`src/rtl/arb_lock_pkg.sv`:
```
package arb_lock_pkg;
  // Which rule produced the winner of an arbitration
  typedef enum logic [1:0] {
    SRC_NONE = 2'd0,
    SRC_PRIO = 2'd1,
    SRC_HOLD = 2'd2
  } arb_src_e;
endpackage

```
`src/rtl/arb_prio_pick.sv`:
```
module arb_prio_pick #(
  parameter int NUM_MASTERS = 8,
  localparam int IDX_W = $clog2(NUM_MASTERS)
) (
  input  logic [NUM_MASTERS-1:0] req,
  output logic                   found,
  output logic [IDX_W-1:0]       idx
);
  // Lowest set bit wins; scan downward so the last hit is the lowest index
  always_comb begin
    found = 1'b0;
    idx   = '0;
    for (int i = NUM_MASTERS - 1; i >= 0; i--) begin
      if (req[i]) begin
        found = 1'b1;
        idx   = IDX_W'(i);
      end
    end
  end
endmodule

```
`src/rtl/arb_lock_tracker.sv`:
```
module arb_lock_tracker #(
  parameter int NUM_MASTERS = 8,
  localparam int IDX_W = $clog2(NUM_MASTERS)
) (
  input  logic             clk,
  input  logic             rst,
  input  logic             upd,
  input  logic [IDX_W-1:0] upd_idx,
  input  logic             upd_lock,
  output logic             rec_valid,
  output logic [IDX_W-1:0] rec_idx,
  output logic             rec_locked
);
  always_ff @(posedge clk) begin
    if (rst) begin
      rec_valid  <= 1'b0;
      rec_idx    <= '0;
      rec_locked <= 1'b0;
    end else if (upd) begin
      rec_valid  <= 1'b1;
      rec_idx    <= upd_idx;
      rec_locked <= upd_lock;
    end
  end
endmodule

```
`src/rtl/arb_lock_top.sv`:
```
module arb_lock_top #(
  parameter int NUM_MASTERS = 8,
  localparam int IDX_W = $clog2(NUM_MASTERS)
) (
  input  logic                   clk,
  input  logic                   rst,
  input  logic                   arb_strobe,
  input  logic [NUM_MASTERS-1:0] req,
  input  logic [NUM_MASTERS-1:0] lock,
  output logic [NUM_MASTERS-1:0] grant,
  output logic [IDX_W-1:0]       grant_idx,
  output logic                   grant_valid
);
  import arb_lock_pkg::*;

  logic             pick_found;
  logic [IDX_W-1:0] pick_idx;
  logic             rec_valid;
  logic [IDX_W-1:0] rec_idx;
  logic             rec_locked;
  logic             hold;
  arb_src_e         src;
  logic [IDX_W-1:0] win_idx;
  logic             do_grant;

  arb_prio_pick #(.NUM_MASTERS(NUM_MASTERS)) u_pick (
    .req   (req),
    .found (pick_found),
    .idx   (pick_idx)
  );

  // Retention: last winner was locked and is asking again
  assign hold = rec_valid && rec_locked && req[rec_idx];

  always_comb begin
    if (hold) begin
      src     = SRC_HOLD;
      win_idx = rec_idx;
    end else if (pick_found) begin
      src     = SRC_PRIO;
      win_idx = pick_idx;
    end else begin
      src     = SRC_NONE;
      win_idx = '0;
    end
  end

  assign do_grant = arb_strobe && (src != SRC_NONE);

  arb_lock_tracker #(.NUM_MASTERS(NUM_MASTERS)) u_track (
    .clk        (clk),
    .rst        (rst),
    .upd        (do_grant),
    .upd_idx    (win_idx),
    .upd_lock   (lock[win_idx]),
    .rec_valid  (rec_valid),
    .rec_idx    (rec_idx),
    .rec_locked (rec_locked)
  );

  always_ff @(posedge clk) begin
    if (rst) begin
      grant       <= '0;
      grant_idx   <= '0;
      grant_valid <= 1'b0;
    end else if (arb_strobe) begin
      grant       <= do_grant ? (NUM_MASTERS'(1) << win_idx) : '0;
      grant_idx   <= win_idx;
      grant_valid <= do_grant;
    end
  end
endmodule

```
`config.mk`:
```
export PLATFORM = sky130hd
export DESIGN_NAME = arb_lock_top
export DESIGN_NICKNAME = d
export VERILOG_FILES = /design/src/rtl/arb_lock_pkg.sv /design/src/rtl/arb_prio_pick.sv /design/src/rtl/arb_lock_tracker.sv /design/src/rtl/arb_lock_top.sv
export SDC_FILE = /design/constraint.sdc
export NUM_CORES = 1
export LEC_CHECK = 0
export CORE_ASPECT_RATIO = 0.75
export CORE_MARGIN = 1.5
export CORE_UTILIZATION = 40
export DETAILED_ROUTE_END_ITERATION = 10
export DONT_BUFFER_PORTS = 1
export PLACE_DENSITY = 0.66
export SLEW_MARGIN = 10
export SYNTH_ARGS = -nofsm -noshare
export SYNTH_HDL_FRONTEND = slang
export SYNTH_SLANG_ARGS = --single-unit
```
`constraint.sdc`:
```
create_clock -name clk -period 6.7 [get_ports clk]
set_clock_uncertainty 0.2 [all_clocks]
set_input_delay 0 -clock clk [delete_from_list [all_inputs] [get_ports clk]]
set_output_delay 0 -clock clk [all_outputs]
set_load 0.01 [all_outputs]
```
# Word-level counts from Yosys, hierarchy flattened

Index checks and enable logic that the tools add are counted.

Flip-flop bits (word level): 17
Input bits: 19
Word-level logic and storage cells: 38

Order comparisons: 2
Shift operators: 1
Multiplexer cells: 25
Reduce and logical (&&, ||, !) cells: 4

Operators by type and width:

| kind                                                | count |
|---|---|
| two-way mux 3 bit                                   | 10 |
| two-way mux 1 bit                                   | 11 |
| < comparator 3 x 4 -> 1 bit (second input constant) | 2 |
| two-way mux 8 bit                                   | 1 |
| << shifter 1 x 3 -> 8 bit (first input constant)    | 1 |
| binary-select mux 1 bit (select 3 bit)              | 2 |
| logical AND 1 bit                                   | 3 |
| two-way mux 2 bit                                   | 1 |
| nonzero test 2 bit                                  | 1 |

# Longest topological paths before layout

Gate-level depths: netlist of run 1.

Depth after elaboration: 13
Mapped depth: 7
Gate-level depth less buffers: 7

# Hierarchy

Synthesis of run 1 repeated with hierarchy kept, for this count alone.

Cells, all modules: 122
Area, all modules: 1016.0 sq um

Modules (own cells, without submodules):

| module           | times used | cells each | area each (sq um) | sequential area each (sq um) |
|---|---|---|---|---|
| arb_lock_top     | 1          | 93         | 762.0             | 240.2 |
| arb_lock_tracker | 1          | 16         | 173.9             | 100.1 |
| arb_prio_pick    | 1          | 13         | 80.1              | 0.0 |

# Worst setup path before layout of run 1

Ideal clock, no wire load.

Path kind: reg-to-reg
Start point: reg u_track.rec_idx[2]
End point: reg u_track.rec_locked
Data arrival time: 1.863 ns
Required time: 6.372 ns
Path slack: 4.509 ns
Cell stages (with the launch flop): 8
Buffers on the path: 0
Clock period less this slack: 2.191 ns
Path through: dfxtp_1 -> mux4_2 -> nand4b_2 -> nand2_2 -> mux2i_4 -> mux2_2 -> nand2_1 -> a31oi_1

Cells in the longest elaborated chain, start to end: 6
Elaborated cells on any way between the ends: 9
Those cells by class: mux (6); reduce/logical (3)

RTL lines:

| element                                                                             | RTL line                               | RTL |
|---|---|---|
| from (decl)                                                                         | arb_lock_tracker.sv:11                 | `output logic [IDX_W-1:0] rec_idx,` |
| from (signal assigned)                                                              | arb_lock_tracker.sv:21                 | `rec_idx <= upd_idx;` |
| binary-select mux 1 bit (select 3 bit)                                              | arb_lock_top.sv:33                     | `assign hold = rec_valid && rec_locked && req[rec_idx];` |
| two-way mux 1 bit (implied by the code)                                             | arb_lock_top.sv:33                     |  |
| logical AND 1 bit                                                                   | arb_lock_top.sv:33                     |  |
| two-way mux 3 bit / two-way mux 2 bit (equally long branches)                       | arb_lock_top.sv:36                     | `if (hold) begin` |
| binary-select mux 1 bit (select 3 bit) / nonzero test 2 bit (equally long branches) | arb_lock_top.sv:55, arb_lock_top.sv:48 |  |
| two-way mux 1 bit (implied by the code) / logical AND 1 bit (equally long branches) | arb_lock_top.sv:55, arb_lock_top.sv:48 |  |
| to (signal assigned)                                                                | arb_lock_tracker.sv:22                 | `rec_locked <= upd_lock;` |
| to (decl)                                                                           | arb_lock_tracker.sv:12                 | `output logic rec_locked` |

Several ways; a longest one is shown, not always the timed one. The select of a mux whose other input is x is not followed.
A chain may end at the register's enable or synchronous reset.

# Worst setup path in the final report of run 1

Start point: in req[7]
End point: reg u_track.rec_locked

Cells in the longest elaborated chain, start to end: 12
Elaborated cells on any way between the ends: 27
Those cells by class: mux (24); reduce/logical (3)

RTL lines:

| element                                                                             | RTL line                               | RTL |
|---|---|---|
| from (decl)                                                                         | arb_lock_top.sv:8                      | `input logic [NUM_MASTERS-1:0] req,` |
| two-way mux 3 bit / two-way mux 1 bit (equally long branches) (8 in a row)          | arb_prio_pick.sv:14                    | `if (req[i]) begin` |
| two-way mux 3 bit / two-way mux 1 bit (equally long branches)                       | arb_lock_top.sv:39                     | `end else if (pick_found) begin` |
| two-way mux 3 bit / two-way mux 2 bit (equally long branches)                       | arb_lock_top.sv:36                     |  |
| binary-select mux 1 bit (select 3 bit) / nonzero test 2 bit (equally long branches) | arb_lock_top.sv:55, arb_lock_top.sv:48 |  |
| two-way mux 1 bit (implied by the code) / logical AND 1 bit (equally long branches) | arb_lock_top.sv:55, arb_lock_top.sv:48 |  |

Several ways; a longest one is shown, not always the timed one. The select of a mux whose other input is x is not followed.

==> impl_metrics.py, run 1 <==
metrics = {
    "run_status": {
        "outcome": "complete, no violations",
    },
    "pwr": {
        "comb_power_share": 0.156,
        "power.sequential.fraction": 0.563,
        "leakage_nw": 0.378,
        "power.net_switching_mw": 0.0535,
        "max_ir_drop_vdd_mv": 0.125,
        "cellPowerDensity_mw_per_mm2": 193,
        "power.share.clock": 0.281,
        "netSwitchingFraction": 0.272,
        "p_int_mw": 0.143,
    },
    "routing": {
        "via_per_inst": 5.93,
        "wl_per_cell_microns": 16.0,
        "route.vias.total": 794,
        "drt-total-wl_mm": 2.15,
        "drt_first_iter_violations": 16,
        "final_antenna_net_count": 0,
        "first_pass_iters": 4,
        "drc_errors_left": 0,
    },
    "clock_network": {
        "htree_num_levels": 1,
        "cts_resized": 0,
        "clkTransAtPathRegs_ns": 0.10,
        "clockBufferDepth": 2,
        "numCtsBuffers": 3,
        "cts_sinks": 17,
        "tritoncts": "yes",
        "worstSkewPairLatency_ns": 0.29,
        "clk_root_buffer_cell": "clkbuf_4",
    },
    "timing": {
        "fmax_mhz": 238,
        "relSlewSlack": 0.596,
        "setup_viol": 0,
        "worst_slew_pin_slew_ns": 0.604,
        "final_number_of_max_transition_violations": 0,
        "final_hold_viol_count": 0,
        "fin_setup_tns_ns": 0,
        "grt_setup_unrepaired": "no",
        "share_of_the_clock_period_used_by_the_worst_path_after_layout": 0.627,
        "finalCriticalPeriod_ns": 4.20,
    },
    "floorplanning": {
        "rows": 14,
        "dieWidth_microns": 57.1,
        "core_area_sq_mm": 0.00203,
        "top_level_ports": 31,
        "floorplan.initialDensity": 0.432,
        "die_area_sq_mm": 0.00249,
        "die_height_microns": 43.6,
    },
    "yosys": {
        "synthesis.yosys.warnings": 0,
        "syn-cell-area_sq_um": 878,
        "number_of_enable_flip_flop_cells_after_synthesis": 0,
        "synth_top_flop_cell": "dfxtp_1",
        "synth-seq-area-share": 0.387,
        "synth.ff_latch_count": 17,
        "synth_area_per_cell_sq_um": 8.78,
        "yosysUniqueCellTypes": 33,
        "synthesis.instances": 100,
        "async_flop_share": 0,
        "mappedNetlistNets": 119,
    },
    "critical_path": {
        "worstReg2RegStart": "u_track.rec_idx[2]",
        "worstPathArrival_ns": 4.19,
        "reg2reg_slack_ns": 3.30,
        "crit_type": "in2reg",
        "worst_setup_path_start_kind": "input pin",
        "startpoint": "req[7]",
        "critical_path_peak_fanout": 8,
        "worst-endpoint-required_ns": 6.69,
        "timing.critical_path.to": "u_track.rec_locked",
        "worstSetupEndpointType": "flop",
        "critical_path.reg2reg.endpoint": "u_track.rec_locked",
        "rr_worst_depth": 9,
    },
    "placed_design": {
        "placement.io_buffers": 0,
        "detailed_place_hpwl_mm": 1.51,
        "placedCellCount": 120,
        "gp_congestion": 0.833,
    },
    "cells_and_area": {
        "design.final.nets": 130,
        "flow.area_growth_from_synthesis_pct": 16.2,
        "num_antenna_cells": 0,
        "ratio_of_cells_with_drive_above_1_in_the_final_layout": 0.100,
        "final_cells": 134,
    },
    "global_route": {
        "maximum_number_of_pins_on_one_net_before_global_route_repair": 18,
        "groute.usage.overall": 0.198,
        "grt_pass1_vias": 756,
        "antenna_violations_before_repair": 0,
        "globalRouteOverflowTotal": 0,
        "grt_pass1_wl_mm": 3.65,
    },
    "hold_path": {
        "hold_path_class": "in2reg",
    },
    "job": {
        "maxCapViolCount": 0,
    },
}
-- power by group through the flow --
stage,logic (mW),registers (mW),clock network (mW)
finish,0.0307,0.111,0.0553
global route,0.0340,0.112,0.0625
CTS,0.0304,0.111,0.0577
detailed placement,0.0244,0.113,0
global placement,0.0238,0.113,0
floorplan,0.0222,0.112,0
-- metal layers --
| layer | GRT usage | wire [microns] |
|---|---|---|
| met5 | 0 | 0 |
| met4 | 0.0837 | 29 |
| met3 | 0.0896 | 180 |
| met2 | 0.276 | 974 |
| met1 | 0.265 | 961 |
-- area by class of cell --
cell class	instances	area, sq um
tap	24	30.0
clock inverter	1	5.00
timing repair buffer	10	100
sequential	17	340
clock buffer	3	22.5
inverter	2	7.51
multi-input combinational	77	515
fill	181	1010
-- what timing repair did --
item | in CTS | in global routing
setup buffers | 0 | 0
setup endpoints to repair | 0 | 0
hold endpoints to repair | 17 | 0
hold buffers | 10 | 0
-- stage by stage --
| step | power, mW | utilization | worst slack, ns | hold slack [ns] | instance area, sq um |
|---|---|---|---|---|---|
| detailed placement | 0.138 | 0.440 | 4.37 | -0.127 | 893 |
| floorplan | 0.134 | - | 4.51 | -0.104 | 878 |
| global route | 0.208 | 0.502 | 2.29 | 0.0670 | 1020 |
| CTS | 0.199 | 0.502 | 2.59 | 0.0293 | 1020 |
| global placement | 0.137 | 0.440 | 4.42 | -0.128 | 893 |
| finish | 0.197 | 0.502 | 2.50 | 0.0426 | 1020 |
-- cells in the final DEF, fill, tap and decap left out --
| cell | n |
|---|---|
| a2bb2oi_1 | 3 |
| inv_1 | 2 |
| a32o_1 | 1 |
| nand2b_1 | 1 |
| mux2_2 | 1 |
| a211oi_1 | 2 |
| nand4b_2 | 1 |
| nor3_1 | 2 |
| nor2b_1 | 3 |
| clkbuf_4 | 3 |
| o32ai_1 | 1 |
| nor2_1 | 15 |
| a31oi_1 | 2 |
| nand3b_1 | 1 |
| dfxtp_1 | 17 |
| mux2i_4 | 1 |
| clkinv_2 | 1 |
| nand2_1 | 10 |
| a21oi_1 | 7 |
| dlygate4sd3_1 | 10 |
| nand3_1 | 3 |
| o21bai_1 | 1 |
| nand4_1 | 3 |
| o21ai_0 | 2 |
| and3_1 | 1 |
| o22a_1 | 1 |
| a32oi_1 | 1 |
| a22oi_1 | 4 |
| mux2i_1 | 2 |
| mux4_2 | 3 |
| or2_1 | 1 |
| o21ai_1 | 1 |
| and2_1 | 2 |
| nand2_2 | 1 |
-- worst max-delay path: stages --
cell,delay (ns)
dlygate4sd3_1,0.54
nor2_1,0.08
dlygate4sd3_1,0.54
nand2_1,0.06
dlygate4sd3_1,0.56
o21ai_1,0.49
a21oi_1,0.27
a32o_1,0.31
a31oi_1,0.13
dlygate4sd3_1,0.56
a31oi_1,0.06
dlygate4sd3_1,0.58
-- kinds of logic (layout without fill, tap and decap cells) --
logic type / Yosys count / in the layout / synth area share
and+or+nand+nor: 44 / 44 / 0.246
AOI/OAI and AO/OA: 26 / 26 / 0.202
DFF: 17 / 17 / 0.387
muxes: 7 / 7 / 0.138
buffers and inverters: 6 / 16 / 0.0256
-- synth_stat cells, drive strengths merged, types with 2 or more instances --
library cell | n | area, sq um
dfxtp | 17 | 340
nor2 | 15 | 56.3
nand2 | 11 | 43.8
a21oi | 7 | 35.0
a22oi | 4 | 30.0
a2bb2oi | 3 | 26.3
clkbuf | 3 | 11.3
mux2i | 3 | 42.5
mux4 | 3 | 67.6
nand3 | 3 | 15.0
nand4 | 3 | 18.8
nor2b | 3 | 18.8
o21ai | 3 | 15.0
a211oi | 2 | 15.0
a31oi | 2 | 12.5
and2 | 2 | 12.5
inv | 2 | 7.51
nor3 | 2 | 10.0
-- worst min-delay path by stage --
| stage | start | endpoint | cells after the start |
|---|---|---|---|
| finish | req[0] | u_track.rec_idx[2] | 4 |
| CTS | req[0] | u_track.rec_idx[2] | 4 |
| global placement | rst | u_track.rec_valid | 1 |
| floorplan | arb_strobe | grant_idx[0] | 1 |
| detailed placement | rst | u_track.rec_valid | 1 |
| global route | req[0] | u_track.rec_idx[2] | 4 |
-- registers in the layout (all words and copies together) (netlist names) --
register / flops
grant_valid: 1
u_track.rec_valid: 1
grant_idx: 3
u_track.rec_locked: 1
u_track.rec_idx: 3
grant: 8
Note: power is estimated with default switching activity, not from simulation.
==> inputs of run 2 (changes only) <==
ABC_AREA = 1   (was unset)
clock period = 4.3 ns   (was 6.7 ns; I/O delays follow)
==> impl_metrics.py, run 2 <==
metrics = {
    "routing": {
        "final_antenna_net_count": 0,
        "route.vias.total": 971,
        "drt-total-wl_mm": 2.39,
        "via_per_inst": 4.98,
        "drc_errors_left": 0,
        "first_pass_iters": 4,
        "wl_per_cell_microns": 12.3,
        "drt_first_iter_violations": 35,
    },
    "critical_path": {
        "worstSetupEndpointType": "flop",
        "worst-endpoint-required_ns": 4.30,
        "critical_path_peak_fanout": 10,
        "timing.critical_path.slowest_cell_delay_ns": 0.55,
        "worstPathArrival_ns": 2.51,
        "crit_buf_inv": 3,
        "cpLargestDelayFamily": "simple AND/OR/NAND/NOR gates",
        "crit_type": "reg2reg",
        "worst_setup_path_start_kind": "flop",
        "cp_slowest_cell": "dlygate4sd3_1",
        "crit_path_cell_trace": "inv_2 -> nand2_1 -> nand3_2 -> nand3_4 -> nand3_4 -> nand2_4 -> nand2_4 -> nand2_2 -> nand2_1 -> nand2_1 -> nand2_1 -> nand2_1 -> nand3_2 -> dlygate4sd3_1 -> nand2_1 -> inv_1",
        "critPathMostFrequentCell": "nand2_1",
    },
    "pwr": {
        "max_ir_drop_vdd_mv": 0.189,
        "cellPowerDensity_mw_per_mm2": 285,
        "leakage_nw": 0.599,
    },
    "cells_and_area": {
        "flow.area_growth_from_synthesis_pct": 11.9,
        "mostFrequentLayoutCell": "nand2_1",
        "design.final.nets": 181,
        "ratio_of_cells_with_drive_above_1_in_the_final_layout": 0.149,
        "number_of_flip_flops_under_the_largest_register_name": 8,
        "largest_register": "grant",
        "num_antenna_cells": 0,
        "commonest_cells_after_routing_fill_and_taps_aside": "nand2_1, inv_1, dfxtp_1, nand3_1, a21oi_1",
        "reg.largest.list": "grant (8), grant_idx (3), u_track.rec_idx (3)",
    },
    "floorplanning": {
        "die_height_microns": 47.4,
        "core_area_sq_mm": 0.00238,
        "rows": 15,
        "floorplan.initialDensity": 0.441,
        "top_level_ports": 31,
        "die_area_sq_mm": 0.00295,
        "dieWidth_microns": 62.2,
    },
    "yosys": {
        "synth_area_leaders": "dfxtp_1, nand2_1, inv_1",
        "yosysUniqueCellTypes": 20,
        "synthesis.yosys.warnings": 0,
        "number_of_enable_flip_flop_cells_after_synthesis": 0,
        "async_flop_share": 0,
        "post-synth-top-count-cell": "nand2_1",
        "synth-seq-area-share": 0.324,
        "synth.ff_latch_count": 17,
        "synth_top_flop_cell": "dfxtp_1",
        "synth_commonest_cells": "nand2_1, inv_1, dfxtp_1",
        "synth_area_leader_cell": "dfxtp_1",
        "synth_area_per_cell_sq_um": 6.87,
        "syn-cell-area_sq_mm": 0.00105,
        "mappedNetlistNets": 172,
        "synthesis.instances": 153,
        "synth_top_cell_area_share": 0.324,
    },
    "clock_network": {
        "post_cts.repair.setup_buffers": 0,
        "clkTransAtPathRegs_ns": 0.11,
        "numCtsBuffers": 3,
        "worstSkewPairLatency_ns": 0.30,
        "clockBufferDepth": 2,
        "postCtsHoldBufs": 6,
        "tritoncts": "yes",
        "cts_resized": 0,
        "cts_sinks": 17,
        "clk_root_buffer_cell": "clkbuf_4",
        "htree_num_levels": 1,
    },
    "job": {
        "maxCapViolCount": 0,
    },
    "timing": {
        "grt_setup_unrepaired": "no",
        "finalCriticalPeriod_ns": 2.51,
        "fin_worst_hold_slack_ns": 0.0290,
        "worst_slew_pin_slew_ns": 0.467,
        "share_of_the_clock_period_used_by_the_worst_path_after_layout": 0.584,
        "setup_viol": 0,
        "fin_setup_tns_ns": 0,
        "relSlewSlack": 0.688,
        "final_number_of_max_transition_violations": 0,
        "fmax_mhz": 398,
        "final_hold_viol_count": 0,
    },
    "run_status": {
        "outcome": "complete, no violations",
    },
    "hold_path": {
        "hold_path_class": "in2reg",
    },
    "global_route": {
        "globalRouteOverflowTotal": 0,
        "antenna_violations_before_repair": 0,
        "grt_pass1_wl_mm": 3.91,
        "maximum_number_of_pins_on_one_net_before_global_route_repair": 12,
        "grt_pass1_vias": 897,
        "groute.usage.overall": 0.170,
    },
    "placed_design": {
        "gp_congestion": 0.835,
        "detailed_place_hpwl_mm": 1.89,
        "placement.io_buffers": 0,
    },
}
-- run 2: power breakdown --
group          switching [mW]  total (mW)  internal, mW  leakage [nW]
Sequential            0.00876       0.174         0.165         0.139
Combinational          0.0464      0.0723        0.0259         0.445
Clock                  0.0536      0.0890        0.0354        0.0139
-- run 2: cells by family after synthesis --
group,synth area share
simple gates,0.464
buf+inv,0.100
compound gates,0.112
flops,0.324
-- run 2: layer usage --
metal  routed length (microns)  track usage  vias to the layer above
li1                          -            -                      514
met1                      1190        0.219                      427
met2                      1020        0.293                       30
met3                       184       0.0624                        0
met4                         0       0.0133                        0
met5                         0            0                        -
-- run 2: cell type report --
cell class,instances,area (sq um)
Fill cell,263,1210
Multi-Input combinational cell,108,606
Clock buffer,3,22.5
Inverter,26,97.6
Tap cell,34,42.5
Clock inverter,1,7.51
Sequential cell,17,340
Timing Repair Buffer,6,60.1
-- run 2: through the flow --
| step | instances | utilization | instance area (sq um) | power (mW) | worst slack [ns] |
|---|---|---|---|---|---|
| finish | 195 | 0.493 | 1180 | 0.335 | 1.79 |
| global route | 195 | 0.493 | 1180 | 0.354 | 1.63 |
| CTS | 195 | 0.493 | 1180 | 0.338 | 1.79 |
| detailed placement | 185 | 0.456 | 1090 | 0.242 | 2.39 |
| global placement | 185 | 0.456 | 1090 | 0.240 | 2.47 |
| floorplan | 153 | - | 1050 | 0.231 | 2.59 |
-- run 2: worst min-delay path: stages --
cell	delay, ns
inv_1	0.03
nand3_1	0.10
inv_1	0.06
a21oi_1	0.14
nor2_1	0.12
nor2_1	0.04
-- run 2: path summary, 6_finish.rpt --
check | start | to | slack [ns] | depth (start not counted)
max | u_track.rec_idx[0] | u_track.rec_locked | 1.79 | 16
min | req[7] | u_track.rec_valid | 0.03 | 6
max reg2reg | u_track.rec_idx[0] | u_track.rec_locked | 1.79 | 16
min reg2reg | u_track.rec_valid | u_track.rec_valid | 0.30 | 2
==> inputs of run 3 (changes only) <==
clock period = 2.5 ns   (was 4.3 ns; I/O delays follow)
==> impl_metrics.py, run 3 (synthesized netlist as in run 2, its figures left out) <==
metrics = {
    "placed_design": {
        "placement.io_buffers": 0,
        "place_area_sq_mm": 0.00109,
        "detailed_place_hpwl_mm": 1.89,
        "gp_congestion": 0.835,
    },
    "global_route": {
        "groute.usage.overall": 0.174,
        "met3_usage": 0.0528,
        "grt_pass1_vias": 925,
        "met1_routing_resource_usage_after_global_routing": 0.227,
        "maximum_number_of_pins_on_one_net_before_global_route_repair": 12,
        "grtUsageMet2": 0.307,
        "globalRouteOverflowTotal": 0,
        "antenna_violations_before_repair": 0,
        "grt-busiest-layer": "met2",
        "grt_pass1_wl_mm": 3.99,
    },
    "pwr": {
        "leakage_nw": 0.624,
        "cellPowerDensity_mw_per_mm2": 467,
        "max_ir_drop_vdd_mv": 0.328,
    },
    "floorplanning": {
        "dieWidth_microns": 62.2,
        "top_level_ports": 31,
        "rows": 15,
        "die_area_sq_mm": 0.00295,
        "die_height_microns": 47.4,
        "floorplan.initialDensity": 0.441,
        "core_area_sq_mm": 0.00238,
    },
    "cells_and_area": {
        "design_area_sq_mm": 0.00126,
        "number_of_flip_flops_under_the_largest_register_name": 8,
        "commonest_cells_after_routing_fill_and_taps_aside": "nand2_1, inv_1, dfxtp_1, nand3_1, dlygate4sd3_1",
        "largest_register": "grant",
        "reg.largest.list": "grant (8), grant_idx (3), u_track.rec_idx (3)",
        "num_antenna_cells": 0,
        "layout.core_utilization": 0.531,
        "design.final.nets": 187,
        "mostFrequentLayoutCell": "nand2_1",
        "ratio_of_cells_with_drive_above_1_in_the_final_layout": 0.174,
        "flow.area_growth_from_synthesis_pct": 20.4,
    },
    "clock_network": {
        "numCtsBuffers": 3,
        "cts_sinks": 17,
        "clk_root_buffer_cell": "clkbuf_4",
        "tritoncts": "yes",
        "clockBufferDepth": 2,
        "htree_num_levels": 1,
        "worstSkewPairLatency_ns": 0.30,
        "clkTransAtPathRegs_ns": 0.11,
    },
    "timing": {
        "grt_setup_unrepaired": "yes",
        "relSlewSlack": 0.676,
        "final_number_of_max_transition_violations": 0,
        "fmax_mhz": 425,
        "share_of_the_clock_period_used_by_the_worst_path_after_layout": 0.941,
        "fin_worst_hold_slack_ns": -0.0314,
        "final_hold_viol_count": 2,
        "worst_slew_pin_slew_ns": 0.485,
        "fin_setup_tns_ns": 0,
        "setup_viol": 0,
        "finalCriticalPeriod_ns": 2.35,
    },
    "job": {
        "maxCapViolCount": 0,
    },
    "hold_path": {
        "hold_path_class": "in2reg",
    },
    "routing": {
        "first_pass_iters": 4,
        "final_antenna_net_count": 0,
        "route.vias.total": 991,
        "via_per_inst": 4.93,
        "wl_per_cell_microns": 12.4,
        "drt-total-wl_mm": 2.49,
        "drc_errors_left": 0,
        "drt_first_iter_violations": 34,
    },
    "critical_path": {
        "worstPathArrival_ns": 2.35,
        "worst_setup_path_start_kind": "flop",
        "worst-endpoint-required_ns": 2.50,
        "crit_type": "reg2reg",
        "critical_path_peak_fanout": 10,
        "worstSetupEndpointType": "flop",
    },
    "run_status": {
        "violations": "negative hold slack",
        "outcome": "finished, violations left",
    },
}
[run 3: critical path, cell delays in order (launching register included)]
cell	delay, ns
dfxtp_4	0.39
inv_4	0.09
nand2_1	0.05
nand3_1	0.07
nand2_2	0.07
nand2_4	0.11
nand3_4	0.12
nand2_4	0.12
nand2_8	0.08
nand3_1	0.07
nand3_1	0.07
dlygate4sd3_1	0.56
nand2_1	0.07
nand3_2	0.07
nand2_1	0.06
inv_1	0.04
[run 3: cell type report]
cell class	instances	area (sq um)
well taps	34	42.5
clock buffers	3	22.5
repair buffers	12	118
flip-flops and latches	17	345
fillers	255	1120
multi-input cells	108	629
clock inverters	1	7.51
inverters	26	100
[run 3: layer usage]
metal / vias up / share of wire
met5: - / 0
li1: 525 / -
met4: 0 / 0
met1: 437 / 0.49
met3: 0 / 0.059
met2: 29 / 0.45
[run 3: path summary, 6_finish.rpt]
kind / from / end / slack, ns / depth (start not counted)
worst min-delay path: req[7] / u_track.rec_valid / -0.03 / 6
worst min register to register: u_track.rec_valid / u_track.rec_valid / 0.29 / 2
worst max-delay path: u_track.rec_idx[0] / u_track.rec_locked / 0.15 / 15
worst max register to register: u_track.rec_idx[0] / u_track.rec_locked / 0.15 / 15
[run 3: power by group]
part / internal (mW) / switching, mW
sequential: 0.284 / 0.0155
clock: 0.0609 / 0.0916
combinational: 0.0530 / 0.0850
[run 3: repair_timing]
action	4_1_cts	5_1_grt
hold endpoints to repair	17	0
hold buffers	11	0
resized for setup	0	8
setup buffers	0	1
setup endpoints to repair	0	2
[run 3: stage by stage]
step / hold WS [ns] / power (mW) / setup slack [ns] / instances
floorplan: -0.106 / 0.398 / 0.794 / 153
global placement: -0.127 / 0.413 / 0.671 / 185
detailed placement: -0.127 / 0.416 / 0.587 / 185
CTS: 0.00698 / 0.588 / 0.0187 / 200
global route: 0.00910 / 0.624 / -0.0144 / 201
finish: -0.0314 / 0.590 / 0.148 / 201
